[config.mk]
export PLATFORM = sky130hd
export DESIGN_NAME = bitexec_top
export DESIGN_NICKNAME = d
export VERILOG_FILES = /design/src/rtl/bitexec_pkg.sv /design/src/rtl/bx_decode.sv /design/src/rtl/bx_logic.sv /design/src/rtl/bx_regfile.sv /design/src/rtl/bx_datamem.sv /design/src/rtl/bitexec_top.sv
export SDC_FILE = /design/constraint.sdc
export NUM_CORES = 1
export LEC_CHECK = 0
export BUFFER_PORTS_ARGS = -buffer_cell sky130_fd_sc_hd__buf_2
export CAP_MARGIN = 0
export CORE_UTILIZATION = 28
export CTS_BUF_LIST = sky130_fd_sc_hd__clkbuf_8
export DETAILED_ROUTE_END_ITERATION = 12
export GPL_TIMING_DRIVEN = 0
export PLACE_DENSITY_LB_ADDON = 0.15
export SLEW_MARGIN = 20
export SYNTH_ARGS = -nofsm -noshare
export SYNTH_HDL_FRONTEND = slang
export SYNTH_SLANG_ARGS = --single-unit
[constraint.sdc]
create_clock -name clk_i -period 1.9 [get_ports clk_i]
set_input_delay 0.285 -clock clk_i [delete_from_list [all_inputs] [get_ports clk_i]]
set_output_delay 0.285 -clock clk_i [all_outputs]
set_load 0.02 [all_outputs]
[src/rtl/bitexec_pkg.sv]
package bitexec_pkg;

    parameter int REG_SEL_W = 1;
    parameter int ADDR_W    = 2;
    parameter int OPC_W     = 2;
    localparam int NUM_REGS  = 1 << REG_SEL_W;
    localparam int MEM_DEPTH = 1 << ADDR_W;
    localparam int INSN_W    = OPC_W + REG_SEL_W + ADDR_W;

    typedef enum logic [OPC_W-1:0] {
        OPC_XOR   = 2'b00,
        OPC_NOR   = 2'b01,
        OPC_LOAD  = 2'b10,
        OPC_STORE = 2'b11
    } opcode_e;

    typedef struct packed {
        logic                 rf_we;
        logic [REG_SEL_W-1:0] rf_waddr;
        logic [REG_SEL_W-1:0] rf_raddr_a;
        logic [REG_SEL_W-1:0] rf_raddr_b;
        logic                 mem_oe;
        logic                 mem_we;
        logic [ADDR_W-1:0]    mem_addr;
        logic                 wb_from_mem;
        logic                 use_nor;
    } ctrl_t;

endpackage

[src/rtl/bx_decode.sv]
module bx_decode
    import bitexec_pkg::*;
(
    input  logic              valid_i,
    input  logic [INSN_W-1:0] insn_i,
    output ctrl_t             ctrl_o
);
    opcode_e              opc;
    logic [REG_SEL_W-1:0] f_b0;
    logic [REG_SEL_W-1:0] f_b1;
    logic [REG_SEL_W-1:0] f_b2;

    always_comb begin
        opc  = opcode_e'(insn_i[INSN_W-1 -: OPC_W]);
        f_b0 = insn_i[2*REG_SEL_W +: REG_SEL_W];
        f_b1 = insn_i[REG_SEL_W +: REG_SEL_W];
        f_b2 = insn_i[0 +: REG_SEL_W];

        ctrl_o             = '0;
        ctrl_o.rf_waddr    = f_b0;
        ctrl_o.rf_raddr_a  = (opc == OPC_STORE) ? f_b0 : f_b1;
        ctrl_o.rf_raddr_b  = f_b2;
        // B1 is the high address bit, B2 the low one
        ctrl_o.mem_addr    = insn_i[0 +: ADDR_W];
        ctrl_o.use_nor     = (opc == OPC_NOR);
        ctrl_o.wb_from_mem = (opc == OPC_LOAD);

        if (valid_i) begin
            unique case (opc)
                OPC_XOR, OPC_NOR: ctrl_o.rf_we = 1'b1;
                OPC_LOAD: begin
                    ctrl_o.rf_we  = 1'b1;
                    ctrl_o.mem_oe = 1'b1;
                end
                OPC_STORE: ctrl_o.mem_we = 1'b1;
                default: ;
            endcase
        end
    end

    always_comb begin
        assert (!(ctrl_o.rf_we && ctrl_o.mem_we));
    end
endmodule

[src/rtl/bx_logic.sv]
module bx_logic (
    input  logic a_i,
    input  logic b_i,
    input  logic use_nor_i,
    output logic y_o
);
    logic xor_r;
    logic nor_r;

    always_comb begin
        xor_r = a_i ^ b_i;
        nor_r = ~(a_i | b_i);
        y_o   = use_nor_i ? nor_r : xor_r;
    end
endmodule

[src/rtl/bx_regfile.sv]
module bx_regfile #(
    parameter int SEL_W = 1,
    localparam int N    = 1 << SEL_W
) (
    input  logic             clk_i,
    input  logic             rst_i,
    input  logic             we_i,
    input  logic [SEL_W-1:0] waddr_i,
    input  logic             wdata_i,
    input  logic [SEL_W-1:0] raddr_a_i,
    input  logic [SEL_W-1:0] raddr_b_i,
    output logic             rdata_a_o,
    output logic             rdata_b_o,
    output logic [N-1:0]     regs_o
);
    logic [N-1:0] regs_d;
    logic [N-1:0] regs_q;

    for (genvar i = 0; i < N; i++) begin : g_ent
        assign regs_d[i] = (we_i && (waddr_i == SEL_W'(i))) ? wdata_i : regs_q[i];
    end

    always_ff @(posedge clk_i) begin
        if (rst_i) regs_q <= '0;
        else       regs_q <= regs_d;
    end

    always_comb begin
        rdata_a_o = regs_q[raddr_a_i];
        rdata_b_o = regs_q[raddr_b_i];
        regs_o    = regs_q;
    end

    AST_RF_HOLD: assert property (@(posedge clk_i) disable iff (rst_i)
        !we_i |=> $stable(regs_q));
    AST_RF_SINGLE: assert property (@(posedge clk_i) disable iff (rst_i)
        we_i |=> ($countones(regs_q ^ $past(regs_q)) <= 1));
    AST_RF_CLEAR: assert property (@(posedge clk_i)
        rst_i |=> (regs_q == '0));
endmodule

[src/rtl/bx_datamem.sv]
module bx_datamem #(
    parameter int AW    = 2,
    localparam int DEPTH = 1 << AW
) (
    input  logic           clk_i,
    input  logic           rst_i,
    input  logic           oe_i,
    input  logic           we_i,
    input  logic [AW-1:0]  addr_i,
    input  logic           wdata_i,
    output logic           rdata_o,
    output logic [DEPTH-1:0] cells_o
);
    logic [DEPTH-1:0] cells_d;
    logic [DEPTH-1:0] cells_q;

    for (genvar a = 0; a < DEPTH; a++) begin : g_cell
        assign cells_d[a] = (we_i && (addr_i == AW'(a))) ? wdata_i : cells_q[a];
    end

    always_ff @(posedge clk_i) begin
        if (rst_i) cells_q <= '0;
        else       cells_q <= cells_d;
    end

    always_comb begin
        rdata_o = oe_i ? cells_q[addr_i] : 1'b0;
        cells_o = cells_q;
    end

    AST_MEM_HOLD: assert property (@(posedge clk_i) disable iff (rst_i)
        !we_i |=> $stable(cells_q));
    AST_MEM_SINGLE: assert property (@(posedge clk_i) disable iff (rst_i)
        we_i |=> ($countones(cells_q ^ $past(cells_q)) <= 1));
    AST_MEM_CLEAR: assert property (@(posedge clk_i)
        rst_i |=> (cells_q == '0));
endmodule

[src/rtl/bitexec_top.sv]
module bitexec_top
    import bitexec_pkg::*;
(
    input  logic              clk_i,
    input  logic              rst_i,
    input  logic              insn_valid_i,
    input  logic [INSN_W-1:0] insn_i,
    output logic [NUM_REGS-1:0]  dbg_regs_o,
    output logic [MEM_DEPTH-1:0] dbg_mem_o
);
    ctrl_t ctrl;
    logic  rd_a;
    logic  rd_b;
    logic  alu_y;
    logic  mem_rd;
    logic  wb_data;

    bx_decode u_dec (
        .valid_i (insn_valid_i),
        .insn_i  (insn_i),
        .ctrl_o  (ctrl)
    );

    bx_regfile #(.SEL_W(REG_SEL_W)) u_rf (
        .clk_i     (clk_i),
        .rst_i     (rst_i),
        .we_i      (ctrl.rf_we),
        .waddr_i   (ctrl.rf_waddr),
        .wdata_i   (wb_data),
        .raddr_a_i (ctrl.rf_raddr_a),
        .raddr_b_i (ctrl.rf_raddr_b),
        .rdata_a_o (rd_a),
        .rdata_b_o (rd_b),
        .regs_o    (dbg_regs_o)
    );

    bx_logic u_alu (
        .a_i       (rd_a),
        .b_i       (rd_b),
        .use_nor_i (ctrl.use_nor),
        .y_o       (alu_y)
    );

    bx_datamem #(.AW(ADDR_W)) u_mem (
        .clk_i   (clk_i),
        .rst_i   (rst_i),
        .oe_i    (ctrl.mem_oe),
        .we_i    (ctrl.mem_we),
        .addr_i  (ctrl.mem_addr),
        .wdata_i (rd_a),
        .rdata_o (mem_rd),
        .cells_o (dbg_mem_o)
    );

    always_comb begin
        wb_data = ctrl.wb_from_mem ? mem_rd : alu_y;
    end

    AST_IDLE_NO_WRITE: assert property (@(posedge clk_i) disable iff (rst_i)
        !insn_valid_i |-> (!ctrl.rf_we && !ctrl.mem_we));
    AST_OE_ONLY_LOAD: assert property (@(posedge clk_i) disable iff (rst_i)
        ctrl.mem_oe |-> (ctrl.rf_we && ctrl.wb_from_mem));
    AST_STORE_KEEPS_REGS: assert property (@(posedge clk_i) disable iff (rst_i)
        ctrl.mem_we |=> $stable(dbg_regs_o));
    AST_LOGIC_KEEPS_MEM: assert property (@(posedge clk_i) disable iff (rst_i)
        (ctrl.rf_we && !ctrl.wb_from_mem) |=> $stable(dbg_mem_o));
endmodule

==> out/results.txt, run 1 <==
Synthesized area per cell -> 9.21 um^2
Metal1 wirelength -> 476 um
Initial antenna violation count -> 0
Final Hold Viols -> 0
Top-area cell type share of the netlist area -> 29.6%
Clk root buf -> clkbuf_8
Part of the power in registers -> 33.6%
Mux contribution to synthesized area -> 10.5%
WP data required -> 2030 ps
CTS tree -> built
XOR/XNOR Fraction of Synth Area -> 0%
Routed vias -> 416
Die span in x -> 40.1 um
Avg Vias per Cell -> 5.70
Post-synth top cells -> 6 x a311oi_1, 6 x dfxtp_1, 4 x a21oi_1
Adder-cell share of the synthesized area -> 3.09%
WL met2 -> 426 um
Max-cap violations -> 0
Critical Path Max Stage Delay -> 440 ps
Syn Inst Count -> 44
VDD IR-drop max -> 0.287 mV
Least-Margin Pin Slew -> 358 ps
DRC viols -> 0
# fillers -> 124
HPWL Detailed -> 746 um
Comb pwr share -> 19.2%
Die height -> 40.1 um
Row cnt -> 13
Die area -> 1600 um^2
Clk buf depth -> 2
Status -> finished clean
Pins Over Slew Limit -> 0
RePlAce Congestion -> 0.717
Simple-Gate Fraction of Synth Area -> 27.2%
CP max stage cell -> or3b_4
YS warnings -> 0
Post-synthesis compound-gate area fraction -> 24.1%
Routed WL -> 997 um
ANT nets after route -> 0
Final setup violation count -> 0
Htree depth -> 1
Nets -> 69
# IOs -> 14
Cell family with most CP delay -> simple AND/OR/NAND/NOR gates
Clock group share of total power -> 47.2%
Post-synthesis sequential area ratio -> 29.6%
Largest family of logic cells by synthesized area -> simple AND/OR/NAND/NOR gates
WP data arrival -> 1980 ps
Synth cell types -> 25
Core Region -> 1320 um^2
Routed len/inst -> 13.7 um
Switch share -> 25.0%
Clock slew at reported path FFs -> 30 ps
Vias in the first global route -> 328
Worst path cell trace -> buf_2 -> a21boi_1 -> or3b_4 -> and2_4 -> ha_4 -> mux2i_1 -> or2_4 -> a311oi_2
Net count after synthesis -> 53
Max frequency -> 0.540 GHz
Clock sink count -> 6
Initial Utilization -> 30.8%
Pre-Repair DR Iteration Count -> 4
Largest net degree at the start of global routing -> 10
Clock Skew -> 3.59 ps
Top FF cell, synth -> dfxtp_1
Net Switching -> 0.101 mW
Buf/Inv on CP -> 1
Relative slew margins -> 76.0%
Ant. Diodes -> 0
FFs w/ async S/R, synth -> 0%
Leakage -> 0.227 nW
Main area contributors after synthesis -> dfxtp_1 30%, a311oi_1 13%, mux4_2 5.6%, a21oi_1 4.9%, mux2i_1 4.9%
Total GRT Usage -> 14.6%
Cell area after synthesis -> 405 um^2
First-pass GRT wire length -> 1.43 mm
Highest routed metal layer -> met4
EDFF count, synth -> 0
Critical path fanouts, max -> 7
Port Buffers -> 11
FF+latch count, synth -> 6
CP Capture Type -> register
CTS Buf Count -> 3
Final min period -> 1850 ps
Worst Setup Start Kind -> input pin
Hold slack -> 318 ps
Worst setup path category -> in2reg
Layout cells sized above 1 -> 43.1%
Hold crit path type -> in2reg
Power Density -> 730 nW/um^2
Final period util -> 97.5%
Worst-skew pair later-pin latency -> 220 ps
TNS Setup -> 0 ps
Area grow syn2layout -> 36.7%
Synth area leader -> dfxtp_1
RSZ-0062 raised after global routing -> yes
Hold Buf Count CTS -> 0
1st-iter DRT viols -> 10
DR WL met3 -> 41 um
Gr ovfl total -> 0
Pint -> 0.304 mW
path summary, 6_finish.rpt:
| check | start | endpoint | slack, ps | cells past startpoint |
|---|---|---|---|---|
| min | rst_i | u_rf.regs_o[0] | 320 | 2 |
| max | insn_i[1] | u_rf.regs_o[0] | 50 | 8 |
| max reg2reg | u_rf.regs_o[0] | u_rf.regs_o[0] | 80 | 6 |
| min reg2reg | u_mem.cells_o[0] | u_mem.cells_o[0] | 530 | 2 |
area by class of cell:
cell class / count / area (um^2) / share of cell area [%]
buffer: 2 / 18.8 / 3.39
clock buffer: 3 / 41.3 / 7.45
inverter: 2 / 7.51 / 1.35
multi-input combinational: 34 / 292 / 52.6
sequential: 6 / 121 / 21.9
tap: 15 / 18.8 / 3.39
timing repair buffer: 11 / 55.1 / 9.93
layer usage:
layer	vias to the layer above	global-route usage, %
met1	189	19.3
met2	16	16.9
met5	-	0
met4	0	15.5
li1	207	-
met3	4	5.00
state kept, by name, indices dropped and copies added (netlist names):
register / count
u_mem.cells_o: 4
u_rf.regs_o: 2
cells by family (layout without fill, tap and decap cells):
kind of cell	Yosys count	in the layout
compound gates	14	14
fa+ha+maj	1	1
buf+inv	4	18
flops	6	6
mux	3	3
simple gates	16	16
power groups by stage:
| stage | clock, mW | combinational [mW] | sequential (mW) |
|---|---|---|---|
| 2_1_floorplan | 0 | 0.0435 | 0.142 |
| 3_3_place_gp | 0 | 0.0733 | 0.137 |
| 3_5_place_dp | 0 | 0.0739 | 0.137 |
| 4_1_cts | 0.195 | 0.0739 | 0.135 |
| 5_1_grt | 0.203 | 0.0848 | 0.137 |
| 6_report | 0.191 | 0.0778 | 0.136 |
stage by stage:
| stage | power [mW] | instance area, um^2 | worst slack, ps | utilization (%) | std cells |
|---|---|---|---|---|---|
| after global placement | 0.211 | 499 | -219 | 37.9 | 70 |
| after floorplan | 0.185 | 425 | -26.9 | - | 44 |
| final | 0.405 | 554 | 48.2 | 42.1 | 73 |
| after detailed placement | 0.211 | 499 | -195 | 37.9 | 70 |
| after CTS | 0.404 | 541 | 17.1 | 41.0 | 73 |
| after global routing | 0.424 | 554 | -14.6 | 42.1 | 73 |
repair_timing:
item	4_1_cts	5_1_grt
buffers inserted	0	0
gates resized for setup	0	4
setup endpoints to repair	0	2
cells in the final DEF (no fill, tap or decap), types with 3 or more instances in the layout:
cell      count
a311oi_1      4
dfxtp_1       5
clkbuf_8      3
buf_2        11
a21oi_1       4
Note: power is estimated with default switching activity, not from simulation.
==> run 2: changes to the inputs <==
- CORE_MARGIN: not set -> 8
- GPL_ROUTABILITY_DRIVEN: not set -> 0
==> run 2 against run 1 <==
Effect of this change: worst setup slack better by 3.5 ps; sequential power barely moved; register-to-register slack about the same; largest power group unchanged; largest cell class unchanged; critical endpoint unchanged.
==> out/results.txt, run 2 (same netlist as run 1, synthesis figures left out) <==
HPWL Detailed -> 837 um (was 746 um)
Pre-Repair DR Iteration Count -> 4 (unchanged)
Avg Vias per Cell -> 5.76 (was 5.70)
Pint -> 0.305 mW (was 0.304 mW)
Power Density -> 714 nW/um^2 (was 730 nW/um^2)
Die span in x -> 54.1 um (was 40.1 um)
Vias in the first global route -> 369 (was 328)
DRC viols -> 0 (unchanged)
Critical path fanouts, max -> 9 (was 7)
Relative slew margins -> 74.0% (was 76.0%)
End-of-flow core utilization -> 42.3% (was 42.1%)
Grt met2 use -> 11.8% (was 16.9%)
Clock group share of total power -> 46.3% (was 47.2%)
RSZ-0062 raised after global routing -> no (was yes)
TNS Setup -> 0 ps (unchanged)
Final min period -> 1850 ps (about the same)
Clock sink count -> 6 (unchanged)
1st-iter DRT viols -> 10 (unchanged)
Ant. Diodes -> 0 (unchanged)
Clk root buf -> clkbuf_8 (unchanged)
Pins Over Slew Limit -> 0 (unchanged)
Slack of the critical path -> 51.7 ps (was 48.2 ps)
Clk buf depth -> 2 (unchanged)
CP Capture Type -> register (unchanged)
Worst Hold Path EP -> u_rf.regs_o[0] (unchanged)
Final setup violation count -> 0 (unchanged)
Final period util -> 97.3% (was 97.5%)
Post-route design area -> 564 um^2 (was 554 um^2)
Routed len/inst -> 14.8 um (was 13.7 um)
Total GRT Usage -> 7.66% (was 14.6%)
Overall power -> 0.403 mW (was 0.405 mW)
Placed inst area -> 499 um^2 (unchanged)
# IOs -> 14 (unchanged)
Cells after DPL -> 70 (unchanged)
FF-to-FF End -> u_rf.regs_o[0] (unchanged)
Die area -> 2920 um^2 (was 1600 um^2)
M3 GR Usage -> 4.96% (was 5.00%)
Net Switching -> 0.0976 mW (was 0.101 mW)
Core Region -> 1330 um^2 (was 1320 um^2)
Gr ovfl total -> 0 (unchanged)
Max frequency -> 0.541 GHz (was 0.540 GHz)
Final Hold Viols -> 0 (unchanged)
Status -> finished clean (unchanged)
Hold slack -> 324 ps (was 318 ps)
Largest net degree at the start of global routing -> 10 (unchanged)
Switch share -> 24.2% (was 25.0%)
Part of the power in registers -> 33.7% (was 33.6%)
Busiest grt layer -> met2 (was met1)
Hold crit path type -> in2reg (unchanged)
Comb pwr share -> 19.9% (was 19.2%)
WP data required -> 2030 ps (about the same)
Initial Utilization -> 30.4% (was 30.8%)
Layout cells sized above 1 -> 44.1% (was 43.1%)
Clock slew at reported path FFs -> 30 ps (about the same)
Row cnt -> 13 (unchanged)
First-pass GRT wire length -> 1.66 mm (was 1.43 mm)
Nets -> 70 (was 69)
Die height -> 54.1 um (was 40.1 um)
Clock Skew -> 0.103 ps (was 3.59 ps)
Port Buffers -> 11 (unchanged)
Routed vias -> 426 (was 416)
WP data arrival -> 1970 ps (was 1980 ps)
Pre-CTS setup slack -> -226 ps (was -195 ps)
FF-to-FF path depth -> 6 (unchanged)
Most frequent cells in the layout -> 10 x buf_2, 5 x dfxtp_1, 4 x a21oi_1, 4 x a311oi_1, 3 x clkbuf_8 (was 11 x buf_2, 5 x dfxtp_1, 4 x a21oi_1, 4 x a311oi_1, 3 x clkbuf_8)
Worst Setup Start Kind -> input pin (unchanged)
Flop-to-flop setup slack -> 90 ps (was 80 ps)
Area grow syn2layout -> 39.2% (was 36.7%)
Hold Startpoint -> rst_i (unchanged)
Leakage -> 0.232 nW (was 0.227 nW)
Htree depth -> 1 (unchanged)
Most common cell after layout, fill and taps aside -> buf_2 (unchanged)
VDD IR-drop max -> 0.353 mV (was 0.287 mV)
Grt met1 use -> 8.94% (was 19.3%)
Reg2reg start -> u_rf.regs_o[0] (unchanged)
ANT nets after route -> 0 (unchanged)
Routed WL -> 1.10 mm (was 997 um)
Post-route non-filler standard cell count -> 74 (was 73)
Least-Margin Pin Slew -> 387 ps (was 358 ps)
Worst-skew pair later-pin latency -> 220 ps (about the same)
Initial antenna violation count -> 0 (unchanged)
CTS tree -> built (unchanged)
Worst setup path category -> in2reg (unchanged)
CTS Buf Count -> 3 (unchanged)
Hold path cells -> 2 (unchanged)
Max-cap violations -> 0 (unchanged)
Max reg flops -> 4 (unchanged)
-- run 2: how the worst max path moves through the flow --
stage | startpoint | endpoint | slack, ps | cells past startpoint
after CTS | u_rf.regs_o[0] | u_rf.regs_o[0] | 20 | 6
after global routing | insn_i[4] | u_rf.regs_o[0] | 6 | 8
after global placement | insn_i[4] | u_rf.regs_o[1] | -250 | 8
after detailed placement | insn_i[4] | u_rf.regs_o[1] | -230 | 8
after floorplan | insn_i[3] | u_rf.regs_o[0] | -30 | 8
final | insn_i[4] | u_rf.regs_o[0] | 50 | 8
-- run 2: metal layers --
metal / up-vias / routed length [um]
met3: 0 / 75
met4: 0 / 0
met2: 13 / 568
met1: 204 / 452
met5: - / 0
li1: 209 / -
-- run 2: layout make-up --
class | instances | area, um^2
fillers | 136 | 769
multi-input cells | 34 | 292
flip-flops and latches | 6 | 121
repair buffers | 12 | 65.1
clock buffers | 3 | 41.3
plain buffers | 2 | 18.8
well taps | 15 | 18.8
inverters | 2 | 7.51
-- run 2: worst max-delay path: stages --
cell	delay [ps]
buf_4	140
and3_4	170
or3b_4	390
and2_4	170
ha_4	240
mux2i_1	60
or2_4	260
a311oi_2	250
-- run 2: power groups by stage --
stage          Clock (mW)  Combinational [mW]  Sequential, mW
2_1_floorplan           0              0.0435           0.142
3_3_place_gp            0              0.0746           0.137
3_5_place_dp            0              0.0737           0.137
4_1_cts             0.193              0.0762           0.135
5_1_grt             0.206              0.0865           0.136
6_report            0.187              0.0802           0.136
-- run 2: timing repair --
item / 4_1_cts / 5_1_grt
endpoints found under the setup margin: 1 / 1
hold buffers: 0 / 0
pin swaps: 0 / 2
gates resized for setup: 2 / 4
setup buffers: 0 / 1
==> run 3: changes to the inputs <==
==> constraint.sdc (replaced) <==
create_clock -name clk_i -period 2.4 [get_ports clk_i]
set_input_delay 0.72 -clock clk_i [delete_from_list [all_inputs] [get_ports clk_i]]
set_output_delay 0.72 -clock clk_i [all_outputs]
set_load 0.02 [all_outputs]
==> run 3 against run 2 <==
Effect of this change: clock power fell by 19%; largest cell class unchanged; global-route usage grew 0.60 points; non-clock buffer count is 1 lower; wire length is 5.3% higher; worst hold slack improved by 210 ps; worst setup slack better by 58 ps; clock skew up 2.5 ps.
==> out/results.txt, run 3 (same netlist as run 1, synthesis figures left out) <==
Status -> finished clean (unchanged)
Clock Skew -> 2.63 ps (was 0.103 ps)
Leakage -> 0.222 nW (was 0.232 nW)
Clock group share of total power -> 48.0% (was 46.3%)
Relative slew margins -> 73.1% (was 74.0%)
# fillers -> 146 (was 136)
Port Buffers -> 11 (unchanged)
Most frequent cells in the layout -> 11 x buf_2, 6 x a311oi_1, 6 x dfxtp_1 (was 10 x buf_2, 5 x dfxtp_1, 4 x a21oi_1, 4 x a311oi_1, 3 x clkbuf_8)
Area grow syn2layout -> 29.3% (was 39.2%)
# IOs -> 14 (unchanged)
Most common cell after layout, fill and taps aside -> buf_2 (unchanged)
Clock slew at reported path FFs -> 40 ps (was 30 ps)
Pint -> 0.237 mW (was 0.305 mW)
Switch share -> 24.6% (was 24.2%)
Largest net degree at the start of global routing -> 10 (unchanged)
WP data required -> 2530 ps (was 2030 ps)
Row cnt -> 13 (unchanged)
Placed inst area -> 483 um^2 (was 499 um^2)
Comb pwr share -> 17.9% (was 19.9%)
Pre-Repair DR Iteration Count -> 4 (unchanged)
Max reg flops -> 4 (unchanged)
CTS tree -> built (unchanged)
Pre-CTS setup slack -> -150 ps (was -226 ps)
RSZ-0062 raised after global routing -> no (unchanged)
Routed WL -> 1.15 mm (was 1.10 mm)
Final min period -> 2290 ps
Clk buf depth -> 2 (unchanged)
ANT nets after route -> 0 (unchanged)
Cells after DPL -> 70 (unchanged)
Critical path fanouts, max -> 7 (was 9)
Net Switching -> 0.0773 mW (was 0.0976 mW)
CTS Buf Count -> 3 (unchanged)
Power Density -> 599 nW/um^2 (was 714 nW/um^2)
Worst setup path category -> in2reg (unchanged)
Post-route non-filler standard cell count -> 73 (was 74)
Gr ovfl total -> 0 (unchanged)
1st-iter DRT viols -> 7 (was 10)
Initial Utilization -> 30.4% (unchanged)
VDD IR-drop max -> 0.215 mV (was 0.353 mV)
Clk root buf -> clkbuf_8 (unchanged)
CP Capture Type -> register (unchanged)
Vias in the first global route -> 401 (was 369)
Post-route design area -> 524 um^2 (was 564 um^2)
Final Hold Viols -> 0 (unchanged)
Ant. Diodes -> 0 (unchanged)
Routed len/inst -> 15.8 um (was 14.8 um)
Worst-skew pair later-pin latency -> 220 ps (about the same)
Routed vias -> 415 (was 426)
First-pass GRT wire length -> 1.78 mm (was 1.66 mm)
Part of the power in registers -> 34.1% (was 33.7%)
Avg Vias per Cell -> 5.68 (was 5.76)
Area of the multi-input gates -> 267 um^2 (was 292 um^2)
Final setup violation count -> 0 (unchanged)
Hold slack -> 531 ps (was 324 ps)
Sequential Area -> 120 um^2 (was 121 um^2)
Least-Margin Pin Slew -> 400 ps (was 387 ps)
DRC viols -> 0 (unchanged)
Worst Setup Start Kind -> input pin (unchanged)
Die span in x -> 54.1 um (unchanged)
Htree depth -> 1 (unchanged)
Final period util -> 95.4%
Clock sink count -> 6 (unchanged)
TNS Setup -> 0 ps (unchanged)
Max-cap violations -> 0 (unchanged)
Slack of the critical path -> 110 ps (was 51.7 ps)
Layout cells sized above 1 -> 36.2% (was 44.1%)
WP data arrival -> 2420 ps (was 1970 ps)
Die height -> 54.1 um (unchanged)
Die area -> 2920 um^2 (unchanged)
Nets -> 69 (was 70)
Hold crit path type -> reg2reg (was in2reg)
Pins Over Slew Limit -> 0 (unchanged)
Core Region -> 1330 um^2 (unchanged)
Max frequency -> 0.437 GHz
Initial antenna violation count -> 0 (unchanged)
Total GRT Usage -> 8.26% (was 7.66%)
-- run 3: cell types whose count changed in the layout (fill, tap and decap cells not counted), sizes merged --
cell	before	now
buf	13	12
-- run 3: critical path, cell delays in order --
cell,delay [ps]
buf_2,140
a21boi_1,150
or3b_4,440
and2_4,170
ha_1,270
mux2i_1,60
or2_4,230
a311oi_1,240
-- run 3: cell type report --
type / count / share of cell area [%]
timing repair buffer: 11 / 10.5
sequential: 6 / 22.9
buffer: 2 / 2.86
inverter: 2 / 1.43
clock buffer: 3 / 7.88
tap: 15 / 3.58
multi-input combinational: 34 / 50.8
-- run 3: repair_timing --
action / CTS / global route
setup buffers: 0 / 0
setup endpoints to repair: 0 / 2
hold buffers: 0 / 0
hold endpoints to repair: 0 / 0
resized for setup: 0 / 1
-- run 3: per-stage QoR --
step / utilization, % / total power [mW]
after global routing: 39.3 / 0.329
after CTS: 39.3 / 0.319
after global placement: 36.2 / 0.165
after floorplan: - / 0.144
after detailed placement: 36.2 / 0.164
final: 39.3 / 0.314
-- run 3: power groups by stage --
stage	Sequential [mW]	Clock, mW	Combinational (mW)
floorplan	0.112	0	0.0316
global placement	0.109	0	0.0557
detailed placement	0.109	0	0.0553
CTS	0.107	0.156	0.0558
global route	0.108	0.160	0.0614
finish	0.107	0.151	0.0562
-- run 3: final timing paths --
check	start	slack (ps)	depth (start not counted)	end
setup / recovery	insn_i[1]	110	8	u_rf.regs_o[0]
setup reg to reg	u_rf.regs_o[0]	540	6	u_rf.regs_o[0]
hold reg to reg	u_mem.cells_o[0]	530	2	u_mem.cells_o[0]
hold / removal	u_mem.cells_o[0]	530	2	u_mem.cells_o[0]
-- run 3: per-layer routing --
| layer | part of all wire (%) | up-vias | GRT usage [%] |
|---|---|---|---|
| li1 | - | 207 | - |
| met1 | 43 | 197 | 9.38 |
| met2 | 50 | 11 | 13.1 |
| met3 | 7.2 | 0 | 5.23 |
| met4 | 0 | 0 | 1.23 |
| met5 | 0 | - | 0 |
